[config.mk]
export PLATFORM = sky130hd
export DESIGN_NAME = flash_cmd_front
export DESIGN_NICKNAME = d
export VERILOG_FILES = /design/src/rtl/flash_cmd_pkg.sv /design/src/rtl/flash_bus_capture.sv /design/src/rtl/flash_lock_table.sv /design/src/rtl/flash_cmd_seq.sv /design/src/rtl/flash_cmd_front.sv
export SDC_FILE = /design/constraint.sdc
export NUM_CORES = 1
export LEC_CHECK = 0
export CORE_MARGIN = 4
export CORE_UTILIZATION = 53
export CTS_CLUSTER_SIZE = 12
export DETAILED_ROUTE_END_ITERATION = 10
export GPL_TIMING_DRIVEN = 0
export PLACE_DENSITY = 0.8
export SLEW_MARGIN = 15
export SYNTH_ARGS = -nofsm -noshare
export SYNTH_HDL_FRONTEND = slang
export SYNTH_SLANG_ARGS = --single-unit
export TNS_END_PERCENT = 20
[constraint.sdc]
create_clock -name clk -period 2.9 [get_ports clk]
set_input_delay 0.435 -clock clk [delete_from_list [all_inputs] [get_ports clk]]
set_output_delay 0.435 -clock clk [all_outputs]
set_load 0.02 [all_outputs]
[src/rtl/flash_cmd_pkg.sv]
package flash_cmd_pkg;

    typedef enum logic [1:0] {
        RM_ARRAY  = 2'd0,
        RM_IDENT  = 2'd1,
        RM_STATUS = 2'd2
    } rd_mode_e;

    typedef enum logic [2:0] {
        OP_PROG   = 3'd0,
        OP_BERASE = 3'd1,
        OP_CERASE = 3'd2,
        OP_SUSP   = 3'd3,
        OP_RESUME = 3'd4,
        OP_LKSET  = 3'd5,
        OP_LKCLR  = 3'd6,
        OP_MASTER = 3'd7
    } op_kind_e;

    typedef enum logic [2:0] {
        SQ_IDLE   = 3'd0,
        SQ_PROG   = 3'd1,
        SQ_BERASE = 3'd2,
        SQ_CERASE = 3'd3,
        SQ_LOCK   = 3'd4
    } seq_state_e;

    localparam logic [7:0] CMD_ARRAY   = 8'hFF;
    localparam logic [7:0] CMD_IDENT   = 8'h90;
    localparam logic [7:0] CMD_STATUS  = 8'h70;
    localparam logic [7:0] CMD_CLRSTS  = 8'h50;
    localparam logic [7:0] CMD_BERASE  = 8'h20;
    localparam logic [7:0] CMD_CERASE  = 8'h30;
    localparam logic [7:0] CMD_PROG_A  = 8'h40;
    localparam logic [7:0] CMD_PROG_B  = 8'h10;
    localparam logic [7:0] CMD_LOCKSU  = 8'h60;
    localparam logic [7:0] CMD_SUSPEND = 8'hB0;
    localparam logic [7:0] CMD_CONFIRM = 8'hD0;
    localparam logic [7:0] CMD_LKBLK   = 8'h01;
    localparam logic [7:0] CMD_LKMAST  = 8'hF1;

endpackage

[src/rtl/flash_bus_capture.sv]
module flash_bus_capture #(
    parameter int ADDR_W = 20
) (
    input  logic              clk,
    input  logic              rst_n,
    input  logic [ADDR_W-1:0] bus_addr,
    input  logic [7:0]        bus_din,
    input  logic              bus_we_n,
    input  logic              bus_ce_n,
    output logic              wr_stb,
    output logic [ADDR_W-1:0] wr_addr,
    output logic [7:0]        wr_data
);

    typedef struct packed {
        logic              act;
        logic [ADDR_W-1:0] addr;
        logic [7:0]        data;
    } cap_t;

    cap_t cap_d, cap_q;

    always_comb begin
        cap_d     = cap_q;
        cap_d.act = ~bus_we_n & ~bus_ce_n;
        if (cap_d.act) begin
            cap_d.addr = bus_addr;
            cap_d.data = bus_din;
        end
    end

    always_ff @(posedge clk or negedge rst_n) begin
        if (!rst_n) cap_q <= '0;
        else        cap_q <= cap_d;
    end

    // End of write: both strobes were low, now at least one is high.
    assign wr_stb  = cap_q.act & ~cap_d.act;
    assign wr_addr = cap_q.addr;
    assign wr_data = cap_q.data;


    wr_end_pulse_chk: assert property (@(posedge clk) disable iff (!rst_n)
        wr_stb |=> !wr_stb);

endmodule

[src/rtl/flash_lock_table.sv]
module flash_lock_table #(
    parameter int BLK_W     = 4,
    parameter int BOOT_BLKS = 2
) (
    input  logic                  clk,
    input  logic                  rst_n,
    input  logic                  wp_n,
    input  logic                  set_en,
    input  logic [BLK_W-1:0]      set_idx,
    input  logic                  clr_all,
    input  logic                  master_set,
    output logic [(1<<BLK_W)-1:0] eff_lock,
    output logic                  master_q
);

    localparam int NBLK = 1 << BLK_W;

    typedef struct packed {
        logic [NBLK-1:0] bits;
        logic            master;
    } lk_t;

    lk_t lk_d, lk_q;

    always_comb begin
        lk_d = lk_q;
        if (clr_all)    lk_d.bits = '0;
        if (set_en)     lk_d.bits[set_idx] = 1'b1;
        if (master_set) lk_d.master = 1'b1;
    end

    always_ff @(posedge clk or negedge rst_n) begin
        if (!rst_n) lk_q <= '0;
        else        lk_q <= lk_d;
    end

    for (genvar g = 0; g < NBLK; g++) begin : g_eff
        if (g < BOOT_BLKS) begin : g_boot
            assign eff_lock[g] = lk_q.bits[g] | ~wp_n;
        end else begin : g_main
            assign eff_lock[g] = lk_q.bits[g];
        end
    end

    assign master_q = lk_q.master;


    master_sticky_chk: assert property (@(posedge clk) disable iff (!rst_n)
        !$fell(lk_q.master));


    no_bitchg_when_master_chk: assert property (@(posedge clk) disable iff (!rst_n)
        lk_q.master |=> (lk_q.bits == $past(lk_q.bits)));

endmodule

[src/rtl/flash_cmd_seq.sv]
module flash_cmd_seq
    import flash_cmd_pkg::*;
#(
    parameter int ADDR_W = 20,
    parameter int BLK_W  = 4
) (
    input  logic                  clk,
    input  logic                  rst_n,
    input  logic                  wr_stb,
    input  logic [ADDR_W-1:0]     wr_addr,
    input  logic [7:0]            wr_data,
    input  logic [(1<<BLK_W)-1:0] eff_lock,
    input  logic                  master_q,
    input  logic                  eng_busy,
    output logic                  lk_set,
    output logic [BLK_W-1:0]      lk_idx,
    output logic                  lk_clr,
    output logic                  lk_master,
    output logic [1:0]            rd_mode,
    output logic                  op_valid,
    output logic [2:0]            op_kind,
    output logic [ADDR_W-1:0]     op_addr,
    output logic [7:0]            op_data,
    output logic [7:0]            status
);

    typedef struct packed {
        rd_mode_e          mode;
        seq_state_e        state;
        logic              op_valid;
        op_kind_e          op_kind;
        logic [ADDR_W-1:0] op_addr;
        logic [7:0]        op_data;
        logic              susp;
        logic              e_erase;
        logic              e_prog;
        logic              e_seq;
        logic              e_lock;
    } seq_t;

    seq_t sq_d, sq_q;

    logic [BLK_W-1:0] blk_in;
    logic             tgt_locked;
    logic             any_locked;

    assign blk_in     = wr_addr[ADDR_W-1 -: BLK_W];
    assign tgt_locked = eff_lock[blk_in];
    assign any_locked = |eff_lock;

    always_comb begin
        sq_d          = sq_q;
        sq_d.op_valid = 1'b0;
        lk_set        = 1'b0;
        lk_clr        = 1'b0;
        lk_master     = 1'b0;
        lk_idx        = blk_in;
        if (wr_stb) begin
            sq_d.op_addr = wr_addr;
            sq_d.op_data = wr_data;
            if (sq_q.state == SQ_IDLE) begin
                case (wr_data)
                    CMD_ARRAY:  sq_d.mode = RM_ARRAY;
                    CMD_IDENT:  sq_d.mode = RM_IDENT;
                    CMD_STATUS: sq_d.mode = RM_STATUS;
                    CMD_CLRSTS: begin
                        sq_d.e_erase = 1'b0;
                        sq_d.e_prog  = 1'b0;
                        sq_d.e_seq   = 1'b0;
                        sq_d.e_lock  = 1'b0;
                    end
                    CMD_BERASE: begin
                        sq_d.state = SQ_BERASE;
                        sq_d.mode  = RM_STATUS;
                    end
                    CMD_CERASE: begin
                        sq_d.state = SQ_CERASE;
                        sq_d.mode  = RM_STATUS;
                    end
                    CMD_PROG_A, CMD_PROG_B: begin
                        sq_d.state = SQ_PROG;
                        sq_d.mode  = RM_STATUS;
                    end
                    CMD_LOCKSU: begin
                        sq_d.state = SQ_LOCK;
                        sq_d.mode  = RM_STATUS;
                    end
                    CMD_SUSPEND: begin
                        sq_d.op_valid = 1'b1;
                        sq_d.op_kind  = OP_SUSP;
                        sq_d.susp     = 1'b1;
                        sq_d.mode     = RM_STATUS;
                    end
                    CMD_CONFIRM: begin
                        sq_d.op_valid = 1'b1;
                        sq_d.op_kind  = OP_RESUME;
                        sq_d.susp     = 1'b0;
                        sq_d.mode     = RM_STATUS;
                    end
                    default: ;
                endcase
            end else begin
                sq_d.state = SQ_IDLE;
                sq_d.mode  = RM_STATUS;
                case (sq_q.state)
                    SQ_PROG: begin
                        if (tgt_locked) begin
                            sq_d.e_prog = 1'b1;
                            sq_d.e_lock = 1'b1;
                        end else begin
                            sq_d.op_valid = 1'b1;
                            sq_d.op_kind  = OP_PROG;
                        end
                    end
                    SQ_BERASE: begin
                        if (wr_data != CMD_CONFIRM) begin
                            sq_d.e_seq = 1'b1;
                        end else if (tgt_locked) begin
                            sq_d.e_erase = 1'b1;
                            sq_d.e_lock  = 1'b1;
                        end else begin
                            sq_d.op_valid = 1'b1;
                            sq_d.op_kind  = OP_BERASE;
                        end
                    end
                    SQ_CERASE: begin
                        if (wr_data != CMD_CONFIRM) begin
                            sq_d.e_seq = 1'b1;
                        end else if (any_locked) begin
                            sq_d.e_erase = 1'b1;
                            sq_d.e_lock  = 1'b1;
                        end else begin
                            sq_d.op_valid = 1'b1;
                            sq_d.op_kind  = OP_CERASE;
                        end
                    end
                    SQ_LOCK: begin
                        case (wr_data)
                            CMD_LKBLK: begin
                                if (master_q) begin
                                    sq_d.e_prog = 1'b1;
                                    sq_d.e_lock = 1'b1;
                                end else begin
                                    sq_d.op_valid = 1'b1;
                                    sq_d.op_kind  = OP_LKSET;
                                    lk_set        = 1'b1;
                                end
                            end
                            CMD_CONFIRM: begin
                                if (master_q) begin
                                    sq_d.e_erase = 1'b1;
                                    sq_d.e_lock  = 1'b1;
                                end else begin
                                    sq_d.op_valid = 1'b1;
                                    sq_d.op_kind  = OP_LKCLR;
                                    lk_clr        = 1'b1;
                                end
                            end
                            CMD_LKMAST: begin
                                sq_d.op_valid = 1'b1;
                                sq_d.op_kind  = OP_MASTER;
                                lk_master     = 1'b1;
                            end
                            default: sq_d.e_seq = 1'b1;
                        endcase
                    end
                    default: ;
                endcase
            end
        end
    end

    always_ff @(posedge clk or negedge rst_n) begin
        if (!rst_n) begin
            sq_q      <= '0;
            sq_q.mode <= RM_ARRAY;
        end else begin
            sq_q <= sq_d;
        end
    end

    assign rd_mode  = sq_q.mode;
    assign op_valid = sq_q.op_valid;
    assign op_kind  = sq_q.op_kind;
    assign op_addr  = sq_q.op_addr;
    assign op_data  = sq_q.op_data;
    assign status   = {~eng_busy, sq_q.susp, sq_q.e_erase, sq_q.e_prog,
                       sq_q.e_seq, 1'b0, sq_q.e_lock, 1'b0};


    op_pulse_chk: assert property (@(posedge clk) disable iff (!rst_n)
        sq_q.op_valid |=> !sq_q.op_valid);


    mode_legal_chk: assert property (@(posedge clk) disable iff (!rst_n)
        sq_q.mode != 2'd3);


    no_locked_target_chk: assert property (@(posedge clk) disable iff (!rst_n)
        (sq_q.op_valid && (sq_q.op_kind == OP_PROG || sq_q.op_kind == OP_BERASE))
            |-> !$past(eff_lock[blk_in]));


    chip_erase_unlocked_chk: assert property (@(posedge clk) disable iff (!rst_n)
        (sq_q.op_valid && sq_q.op_kind == OP_CERASE) |-> ($past(eff_lock) == '0));


    no_lockop_under_master_chk: assert property (@(posedge clk) disable iff (!rst_n)
        (sq_q.op_valid && (sq_q.op_kind == OP_LKSET || sq_q.op_kind == OP_LKCLR))
            |-> !$past(master_q));

endmodule

[src/rtl/flash_cmd_front.sv]
module flash_cmd_front #(
    parameter int ADDR_W    = 20,
    parameter int BLK_W     = 4,
    parameter int BOOT_BLKS = 2
) (
    input  logic              clk,
    input  logic              rst_n,
    input  logic [ADDR_W-1:0] bus_addr,
    input  logic [7:0]        bus_din,
    input  logic              bus_we_n,
    input  logic              bus_ce_n,
    input  logic              wp_n,
    input  logic              eng_busy,
    output logic [1:0]        rd_mode,
    output logic              op_valid,
    output logic [2:0]        op_kind,
    output logic [ADDR_W-1:0] op_addr,
    output logic [7:0]        op_data,
    output logic [7:0]        status
);

    localparam int NBLK = 1 << BLK_W;

    logic              wr_stb;
    logic [ADDR_W-1:0] wr_addr;
    logic [7:0]        wr_data;
    logic [NBLK-1:0]   eff_lock;
    logic              master_q;
    logic              lk_set, lk_clr, lk_master;
    logic [BLK_W-1:0]  lk_idx;

    flash_bus_capture #(.ADDR_W(ADDR_W)) u_cap (
        .clk      (clk),
        .rst_n    (rst_n),
        .bus_addr (bus_addr),
        .bus_din  (bus_din),
        .bus_we_n (bus_we_n),
        .bus_ce_n (bus_ce_n),
        .wr_stb   (wr_stb),
        .wr_addr  (wr_addr),
        .wr_data  (wr_data)
    );

    flash_lock_table #(.BLK_W(BLK_W), .BOOT_BLKS(BOOT_BLKS)) u_lock (
        .clk        (clk),
        .rst_n      (rst_n),
        .wp_n       (wp_n),
        .set_en     (lk_set),
        .set_idx    (lk_idx),
        .clr_all    (lk_clr),
        .master_set (lk_master),
        .eff_lock   (eff_lock),
        .master_q   (master_q)
    );

    flash_cmd_seq #(.ADDR_W(ADDR_W), .BLK_W(BLK_W)) u_seq (
        .clk       (clk),
        .rst_n     (rst_n),
        .wr_stb    (wr_stb),
        .wr_addr   (wr_addr),
        .wr_data   (wr_data),
        .eff_lock  (eff_lock),
        .master_q  (master_q),
        .eng_busy  (eng_busy),
        .lk_set    (lk_set),
        .lk_idx    (lk_idx),
        .lk_clr    (lk_clr),
        .lk_master (lk_master),
        .rd_mode   (rd_mode),
        .op_valid  (op_valid),
        .op_kind   (op_kind),
        .op_addr   (op_addr),
        .op_data   (op_data),
        .status    (status)
    );

endmodule

==> flow_summary.toml, run 1 <==
[sta]
fin_crit_sh_pct = 78.3
setup_viol = 0
clock.fmax_ghz = 0.440
worstMarginPinSlew_ns = 0.904
skew_ns = 0.00596
slew_headroom_pct = 39.2
min_period_ns = 2.27
maxSlewViolCount = 0
finalHoldViolCount = 0
grt_setup_unrepaired = "no"

[yosys]
synth_cell_type_count = 56
synth_edf_count = 0
synth_fa_ha_area_share_pct = 0
synth_common_cells = "nand2_1, dfrtp_1, buf_4"
synthFlopType = "dfrtp_1"
synth_top_area_share_pct = 50.5
yosysMostFrequentCell = "nand2_1"
synth_top_area_cell = "dfrtp_1"
synth-seq-area-share_pct = 50.5
synth_top_family_by_area = "simple AND/OR/NAND/NOR gates"
synthMuxAreaShare_pct = 9.43
yosys_warnings = 0
synthCells = 432
ys_ff_latch = 88
ys_async_sr_fraction_pct = 100
synthSimpleGateAreaFrac_pct = 18.6
synth_area_um2 = 4360
synth_compound_area_share_pct = 11.1
synth.avg_cell_area_um2 = 10.1
synth_xor_area_share_pct = 0.401
synth_area_leaders = "dfrtp_1, nand2_1, mux2_2"

[clock_network]
cts_tree = "yes"
htreeDepth = 3
clock_path_buffers = 2
cts_resized = 0
cts_root_buf = "clkbuf_8"
clk_latency_ns = 0.35
clk_pin_slew_worst_paths_ns = 0.09
clock_sinks = 88
numCtsBuffers = 9
hold_buffers = 0
post_cts_buffers = 0

[routing]
wirelength_um = 9670
vias = 3426
routed_via_density = 5.48
drtPass1Iterations = 5
drtIter0Drc = 204
wl_per_cell_um = 15.5
ant_nets = 0
drc = 0

[critical_path]
critical_path_buf_inv_count = 0
slowest_delay_ns = 0.77
cp-end-kind = "flop"
crit_required_ns = 3.15
cp_slowest_cell = "nor3_1"
cp.arrival_ns = 2.52
path_delay_family = "simple AND/OR/NAND/NOR gates"
startpoint_type = "flop"
worst-setup-path-type = "flop to flop"
cp_max_fo = 8
timing.critical_path.cells = "nor3_1 -> nand4_1 -> a21oi_1 -> a311oi_1 -> o21ai_2 -> mux2_2"

[power_and_ir_drop]
p_per_area_nw_per_um2 = 631
peakVddDrop_uv = 446
p_leak_nw = 2.48
p_total_mw = 3.46

[floorplan]
fp.dieW_um = 98.7
core-area_um2 = 7850
start_util_pct = 55.6
num_io_pins = 76
die_h_um = 98.7
fp-row-count = 32
dieArea_um2 = 9750

[global_routing]
grt_pass1_wl_um = 16400
grt.busiest_layer = "met2"
use_met2_pct = 32.3
grt_overflow_total = 0
use_met3_pct = 5.45
grt_max_degree = 53
antenna_found_initial = 0
grt_pass1_vias = 3390
grtUsageMet1_pct = 28.3
grtUsageTotal_pct = 20.8

[finish]
antenna_cells = 0
n_fill_cell = 601
final_nets = 552
fin_area_um2 = 5490
syn2layout_area_growth_pct = 25.8
drive_above_1_share_pct = 20.3

[placed_design]
numPortBuffers = 73
place_hpwl_um = 7010
gp_congestion = 0.944
placedInstanceArea_um2 = 5250

[hold_path]
hp-class = "input pin to async pin"

[run_status]
status = "completed"

[flow_run]
cap_viol_max_count = 0
-- path summary, 6_finish.rpt --
| path | slack (ns) | cells past startpoint | endpoint | from |
|---|---|---|---|---|
| max | 0.63 | 6 | u_seq.op_kind[0]$_DFFE_PN0P_ | u_seq.sq_q[38]$_DFFE_PN0P_ |
| min | 0.03 | 1 | u_seq.op_kind[0]$_DFFE_PN0P_ | rst_n |
| max reg2reg | 0.63 | 6 | u_seq.op_kind[0]$_DFFE_PN0P_ | u_seq.sq_q[38]$_DFFE_PN0P_ |
| min reg2reg | 0.47 | 2 | u_seq.op_addr[13]$_DFFE_PN0P_ | u_cap.wr_addr[13]$_DFFE_PN0P_ |
| max in group asynchronous | 2.26 | 2 | u_seq.status[4]$_DFFE_PN0P_ | rst_n |
| min in group clk | 0.47 | 2 | u_seq.op_addr[13]$_DFFE_PN0P_ | u_cap.wr_addr[13]$_DFFE_PN0P_ |
-- through the flow --
| step | hold slack, ns | std cells | TNS, ns | util [%] | setup slack, ns |
|---|---|---|---|---|---|
| after floorplan | 0.139 | 433 | 0 | - | 0.895 |
| after global placement | 0.444 | 608 | -150.99 | 66.6 | -1.72 |
| after detailed placement | 0.435 | 609 | 0 | 66.9 | 0.325 |
| after CTS | 0.0483 | 625 | 0 | 69.9 | 0.654 |
| after global routing | 0.0722 | 625 | 0 | 69.9 | 0.446 |
| final | 0.0337 | 625 | 0 | 69.9 | 0.628 |
-- area by class of cell --
type	instances	area [µm²]	share of cell area, %
Sequential cell	88	2200	40.1
Multi-Input combinational cell	275	1730	31.6
Timing Repair Buffer	74	756	13.8
Buffer	63	407	7.41
Clock buffer	11	151	2.76
Tap cell	102	128	2.33
Clock inverter	5	86.3	1.57
Inverter	7	26.3	0.479
-- report_power, final --
part	internal [mW]	total (mW)	switching, mW
sequential	1.39	1.51	0.114
clock	0.538	0.979	0.441
combinational	0.512	0.975	0.463
total	2.44	3.46	1.02
-- flip-flops by register name, indices dropped and copies added (netlist names) --
name	flops
u_seq.rd_mode	2
u_seq.op_addr	20
u_seq.op_data	8
u_lock.master_q	1
u_seq.sq_q	3
u_seq.op_valid	1
u_cap.wr_addr	20
u_cap.wr_data	8
u_lock.lk_q	2
u_seq.status	5
u_seq.op_kind	3
u_lock.eff_lock	14
u_cap.cap_q	1
-- cell usage in the layout, fill, tap and decap left out, types with 7 or more instances in the layout --
cell and instances:
nand2_1 102, clkdlybuf4s50_1 72, clkbuf_1 13, o21ai_0 14, dfrtp_1 88, nor2b_1 7
a21oi_1 8, nor3_1 9, buf_4 41, clkbuf_8 11, nor2_1 12, nand3_1 8
mux2_2 32, inv_1 7, a22o_1 9
-- worst register-to-register path: stages (launching register included) --
cell and delay, ns:
dfrtp_1 0.45, nor3_1 0.77, nand4_1 0.17, a21oi_1 0.19, a311oi_1 0.08, o21ai_2 0.15
mux2_2 0.36
-- metal layers --
layer,wire (µm),vias up
li1,-,1622
met1,4240,1664
met2,4520,126
met3,763,14
met4,144,0
met5,0,-
-- logic make-up (layout without fill, tap and decap cells) --
family | count (synthesis) | in the layout
AOI/OAI and AO/OA | 66 | 66
other | 1 | 2
xor gates and xnor gates | 2 | 2
muxes | 37 | 37
DFF | 88 | 88
buffers and inverters | 70 | 160
and+or+nand+nor | 168 | 168
Note: power is estimated with default switching activity, not from simulation.
==> run 2: changes to the inputs <==
CORE_UTILIZATION = 48   (was 53)
PLACE_DENSITY = 0.76   (was 0.8)
clock period = 2 ns   (was 2.9 ns; I/O delays follow)
==> run 2 against run 1 <==
Compared with the run above: the flow now finishes with violations (negative setup slack); setup slack got worse by 0.69 ns; critical path depth stayed put; sequential share of layout area decreased by 0.70 points; clock-buffer cell count decreased by 2; utilization fell by 6.1 points; largest cell class unchanged.
==> flow_summary.toml, run 2 (synthesized netlist as in run 1, its figures left out) <==
[sta]
fin_crit_sh_pct = 103
skew_ns = 0.0150
clock.fmax_ghz = 0.485
worstMarginPinSlew_ns = 0.628
grt_setup_unrepaired = "yes"
fin_tns_setup_ns = -0.351
finalHoldViolCount = 0
setup_viol = 9
fin_ws_ns = -0.0621
slew_headroom_pct = 58.1
maxSlewViolCount = 0
min_period_ns = 2.06

[global_routing]
grt_pass1_wl_um = 16300
grtUsageTotal_pct = 19.6
antenna_found_initial = 0
grt_max_degree = 47
grt_pass1_vias = 3376
grt_overflow_total = 0

[placed_design]
place_hpwl_um = 7050
numPortBuffers = 73
place_ws_ns = -0.420
gp_congestion = 0.944

[clock_network]
clock_path_buffers = 2
cts_root_buf = "clkbuf_8"
clk_latency_ns = 0.36
cts_tree = "yes"
clock_sinks = 88
numCtsBuffers = 9
clk_pin_slew_worst_paths_ns = 0.11
htreeDepth = 3

[critical_path]
slowest_delay_ns = 0.57
worst_path_most_repeated_cell = "or4_4"
crit_required_ns = 2.22
worst-setup-path-type = "flop to flop"
cp-end-kind = "flop"
startpoint_type = "flop"
cp_slowest_cell = "or4_4"
path_delay_family = "simple AND/OR/NAND/NOR gates"
timing.critical_path.cells = "or4_4 -> nor2_4 -> a41oi_4 -> or4_4 -> o21ai_1 -> a31oi_1"
cp_max_fo = 6
cp.arrival_ns = 2.29
critical_path_buf_inv_count = 0

[floorplan]
num_io_pins = 76
fp.dieW_um = 103
die_h_um = 103
fp-row-count = 34
dieArea_um2 = 10700
core-area_um2 = 8760
start_util_pct = 49.8

[finish]
n_fill_cell = 734
mostFrequentLayoutCells = "nand2_1, dfrtp_1, clkdlybuf4s50_1"
drive_above_1_share_pct = 24.9
final_common_cell = "nand2_1"
final_nets = 559
syn2layout_area_growth_pct = 28.2
antenna_cells = 0

[power_and_ir_drop]
peakVddDrop_uv = 579
p_per_area_nw_per_um2 = 867
p_leak_nw = 2.51

[routing]
drtPass1Iterations = 4
routed_via_density = 5.39
vias = 3436
drtIter0Drc = 181
wirelength_um = 9880
wl_per_cell_um = 15.5
ant_nets = 0
drc = 0

[run_status]
status = "finished, violations left"
violations = "negative setup slack"

[hold_path]
hp-class = "flop to flop"

[flow_run]
cap_viol_max_count = 0
==> run 2: stage by stage <==
stage          std cells  total power [mW]  hold WS, ns  area, µm²  util (%)
4_1_cts              634              4.86        0.468       5500      62.8
3_3_place_gp         614              3.59        0.445       5230      59.7
5_1_grt              638              5.12        0.498       5600      63.8
6_report             638              4.85        0.469       5600      63.8
3_5_place_dp         615              3.64        0.353       5250      59.9
2_1_floorplan        433              3.07      0.00441       4370         -
==> run 2: final timing paths <==
kind                                               from                             to  slack, ns  depth (start not counted)
min                        u_cap.wr_addr[7]$_DFFE_PN0P_   u_seq.op_addr[7]$_DFFE_PN0P_       0.47                          2
min reg2reg                u_cap.wr_addr[7]$_DFFE_PN0P_   u_seq.op_addr[7]$_DFFE_PN0P_       0.47                          2
min in group asynchronous                         rst_n  u_seq.op_addr[12]$_DFFE_PN0P_       0.48                          2
max in group asynchronous                         rst_n       u_seq.op_valid$_DFF_PN0_       0.86                          3
max reg2reg                u_cap.wr_data[1]$_DFFE_PN0P_    u_seq.status[4]$_DFFE_PN0P_      -0.06                          6
max                        u_cap.wr_data[1]$_DFFE_PN0P_    u_seq.status[4]$_DFFE_PN0P_      -0.06                          6
==> run 2: power by group <==
group / switching [mW] / leakage [nW] / internal (mW) / total, mW
Clock: 0.723 / 0.0973 / 0.491 / 1.21
Combinational: 0.683 / 1.30 / 0.761 / 1.44
Sequential: 0.169 / 1.11 / 2.02 / 2.19
==> run 2: cell type report <==
type	instances	area [µm²]	area share [%]
Buffer	61	403	7.20
Clock buffer	9	124	2.21
Clock inverter	7	70.1	1.25
Inverter	7	26.3	0.470
Multi-Input combinational cell	275	1810	32.4
Sequential cell	88	2210	39.4
Tap cell	108	135	2.42
Timing Repair Buffer	83	818	14.6
==> run 2: repair_timing <==
| item | in CTS | in global routing |
|---|---|---|
| gates cloned | 0 | 0 |
| pin swaps | 5 | 8 |
| endpoints found under the hold margin | 45 | 0 |
| hold buffers | 1 | 0 |
| resized for setup | 9 | 18 |
| endpoints found under the setup margin | 23 | 22 |
| buffers inserted | 3 | 5 |
==> run 2: tightest hold or removal path: stages (launching register included) <==
cell and delay, ns:
dfrtp_1 0.35, nand2_1 0.05, nand2_1 0.05
==> run 2: per-layer routing <==
| layer | GRT usage (%) | part of all wire (%) | wire (µm) | vias to the layer above |
|---|---|---|---|---|
| met4 | 6.37 | 1.4 | 142 | 0 |
| met2 | 29.7 | 47 | 4690 | 98 |
| met5 | 0 | 0 | 0 | - |
| met3 | 6.57 | 7.0 | 695 | 15 |
| met1 | 26.6 | 44 | 4350 | 1684 |
| li1 | - | - | - | 1639 |
==> run 3: changes to the inputs <==
GPL_TIMING_DRIVEN = default   (was 0)
MAX_ROUTING_LAYER = met4   (was default)
==> run 3 against run 2 <==
Compared with the run above: hold slack got worse by 0.016 ns; maximum frequency increased by 2.9%; via count decreased by 3.3%; the flow still finishes with violations (negative setup slack); die area unchanged; largest power group unchanged; critical endpoint is now u_seq.op_kind[0]$_DFFE_PN0P_; combinational power decreased by 11%; clock skew decreased by 0.0083 ns.
==> flow_summary.toml, run 3 (synthesized netlist as in run 1, its figures left out) <==
[routing]
wl_per_cell_um = 15.7
vias = 3324
drtIter0Drc = 142
wirelength_um = 9730
drtPass1Iterations = 4
drc = 0
routed_via_density = 5.36
ant_nets = 0

[finish]
antenna_cells = 0
mostFrequentLayoutCells = "nand2_1, dfrtp_1, clkdlybuf4s50_1"
final_nets = 541
syn2layout_area_growth_pct = 26.2
fin_area_um2 = 5510
multi_input_area_um2 = 1790
fin_util_pct = 62.8
seq_area_um2 = 2200
drive_above_1_share_pct = 23.4
final_cells = 620
final_common_cell = "nand2_1"
n_fill_cell = 676

[critical_path]
startpoint_type = "flop"
crit_required_ns = 2.25
ff2ff_path_depth = 8
reg2reg_slack_ns = -0.004
cp-end-kind = "flop"
cp_max_fo = 4
cp.arrival_ns = 2.25
r2r_start = "u_cap.wr_data[2]$_DFFE_PN0P_"
worst-setup-path-type = "flop to flop"
r2r-end = "u_seq.op_kind[0]$_DFFE_PN0P_"

[clock_network]
cts_tree = "yes"
clk_latency_ns = 0.36
numCtsBuffers = 9
cts_root_buf = "clkbuf_8"
clk_pin_slew_worst_paths_ns = 0.09
htreeDepth = 3
clock_sinks = 88
clock_path_buffers = 2

[global_routing]
grtUsageTotal_pct = 20.2
grt_max_degree = 39
grt_pass1_vias = 3357
antenna_found_initial = 0
grt_overflow_total = 0
grt_pass1_wl_um = 16200

[floorplan]
start_util_pct = 49.8
dieArea_um2 = 10700
num_io_pins = 76
core-area_um2 = 8760
fp.dieW_um = 103
die_h_um = 103
fp-row-count = 34

[sta]
clock.fmax_ghz = 0.499
worstMarginPinSlew_ns = 0.502
grt_setup_unrepaired = "yes"
maxSlewViolCount = 0
hold_ws_ns = 0.453
fin_ws_ns = -0.00392
slew_headroom_pct = 66.5
fin_crit_sh_pct = 100
finalHoldViolCount = 0
fin_tns_setup_ns = -0.00392
min_period_ns = 2.00
skew_ns = 0.00663
setup_viol = 1

[power_and_ir_drop]
p_total_mw = 4.66
peakVddDrop_uv = 551
p_per_area_nw_per_um2 = 847
p_leak_nw = 2.46

[placed_design]
numPortBuffers = 73
place_hpwl_um = 7120
placedInstanceArea_um2 = 5220
gp_congestion = 0.946
dp_cells = 599
place_ws_ns = -0.0761

[run_status]
violations = "negative setup slack"
status = "finished, violations left"

[flow_run]
cap_viol_max_count = 0

[hold_path]
hp-class = "input pin to async pin"
run 3: repair_timing:
item,4_1_cts,5_1_grt
hold endpoints to repair,36,0
hold buffers,1,0
endpoints found under the setup margin,5,17
gates resized for setup,3,11
buffers inserted,3,1
pin swaps,3,4
run 3: cell type report:
| cell class | count | area share [%] |
|---|---|---|
| sequential | 88 | 40.0 |
| multi-input combinational | 275 | 32.4 |
| timing repair buffer | 126 | 21.2 |
| clock buffer | 10 | 2.50 |
| tap | 108 | 2.45 |
| clock inverter | 6 | 0.932 |
| inverter | 7 | 0.477 |
run 3: how the worst max path moves through the flow:
| stage | startpoint | end | slack (ns) | depth (start not counted) |
|---|---|---|---|---|
| 2_1_floorplan | u_cap.wr_data[0]$_DFFE_PN0P_ | u_seq.op_kind[0]$_DFFE_PN0P_ | -0.005 | 6 |
| 3_3_place_gp | bus_ce_n | u_lock.eff_lock[4]$_DFF_PN0_ | -0.03 | 6 |
| 3_5_place_dp | wp_n | u_seq.op_kind[0]$_DFFE_PN0P_ | -0.08 | 7 |
| 4_1_cts | u_cap.wr_data[1]$_DFFE_PN0P_ | u_seq.status[5]$_DFFE_PN0P_ | 0.007 | 6 |
| 5_1_grt | u_cap.wr_data[2]$_DFFE_PN0P_ | u_seq.op_kind[0]$_DFFE_PN0P_ | -0.12 | 7 |
| 6_report | u_cap.wr_data[2]$_DFFE_PN0P_ | u_seq.op_kind[0]$_DFFE_PN0P_ | -0.004 | 8 |
run 3: report_power, final:
group,internal [mW],leakage (nW),total [mW],switching [mW]
clock,0.500,0.0870,1.17,0.674
combinational,0.652,1.26,1.28,0.632
sequential,2.02,1.11,2.21,0.183
run 3: worst max-delay path, cell delays in order, from the launching register on:
cell and delay, ns:
dfrtp_1 0.43, buf_6 0.13, nor4_4 0.29, nand3_2 0.14, buf_4 0.17, a21oi_1 0.14
a311oi_1 0.08, o21ai_2 0.14, mux2_2 0.37
run 3: routing by layer:
metal	routed length (µm)	share of wire (%)	track usage (%)	up-vias
li1	-	-	-	1598
met1	4210	43	25.6	1616
met2	4830	50	31.5	97
met3	565	5.8	4.56	13
met4	112	1.2	8.17	0
met5	0	0	-	-
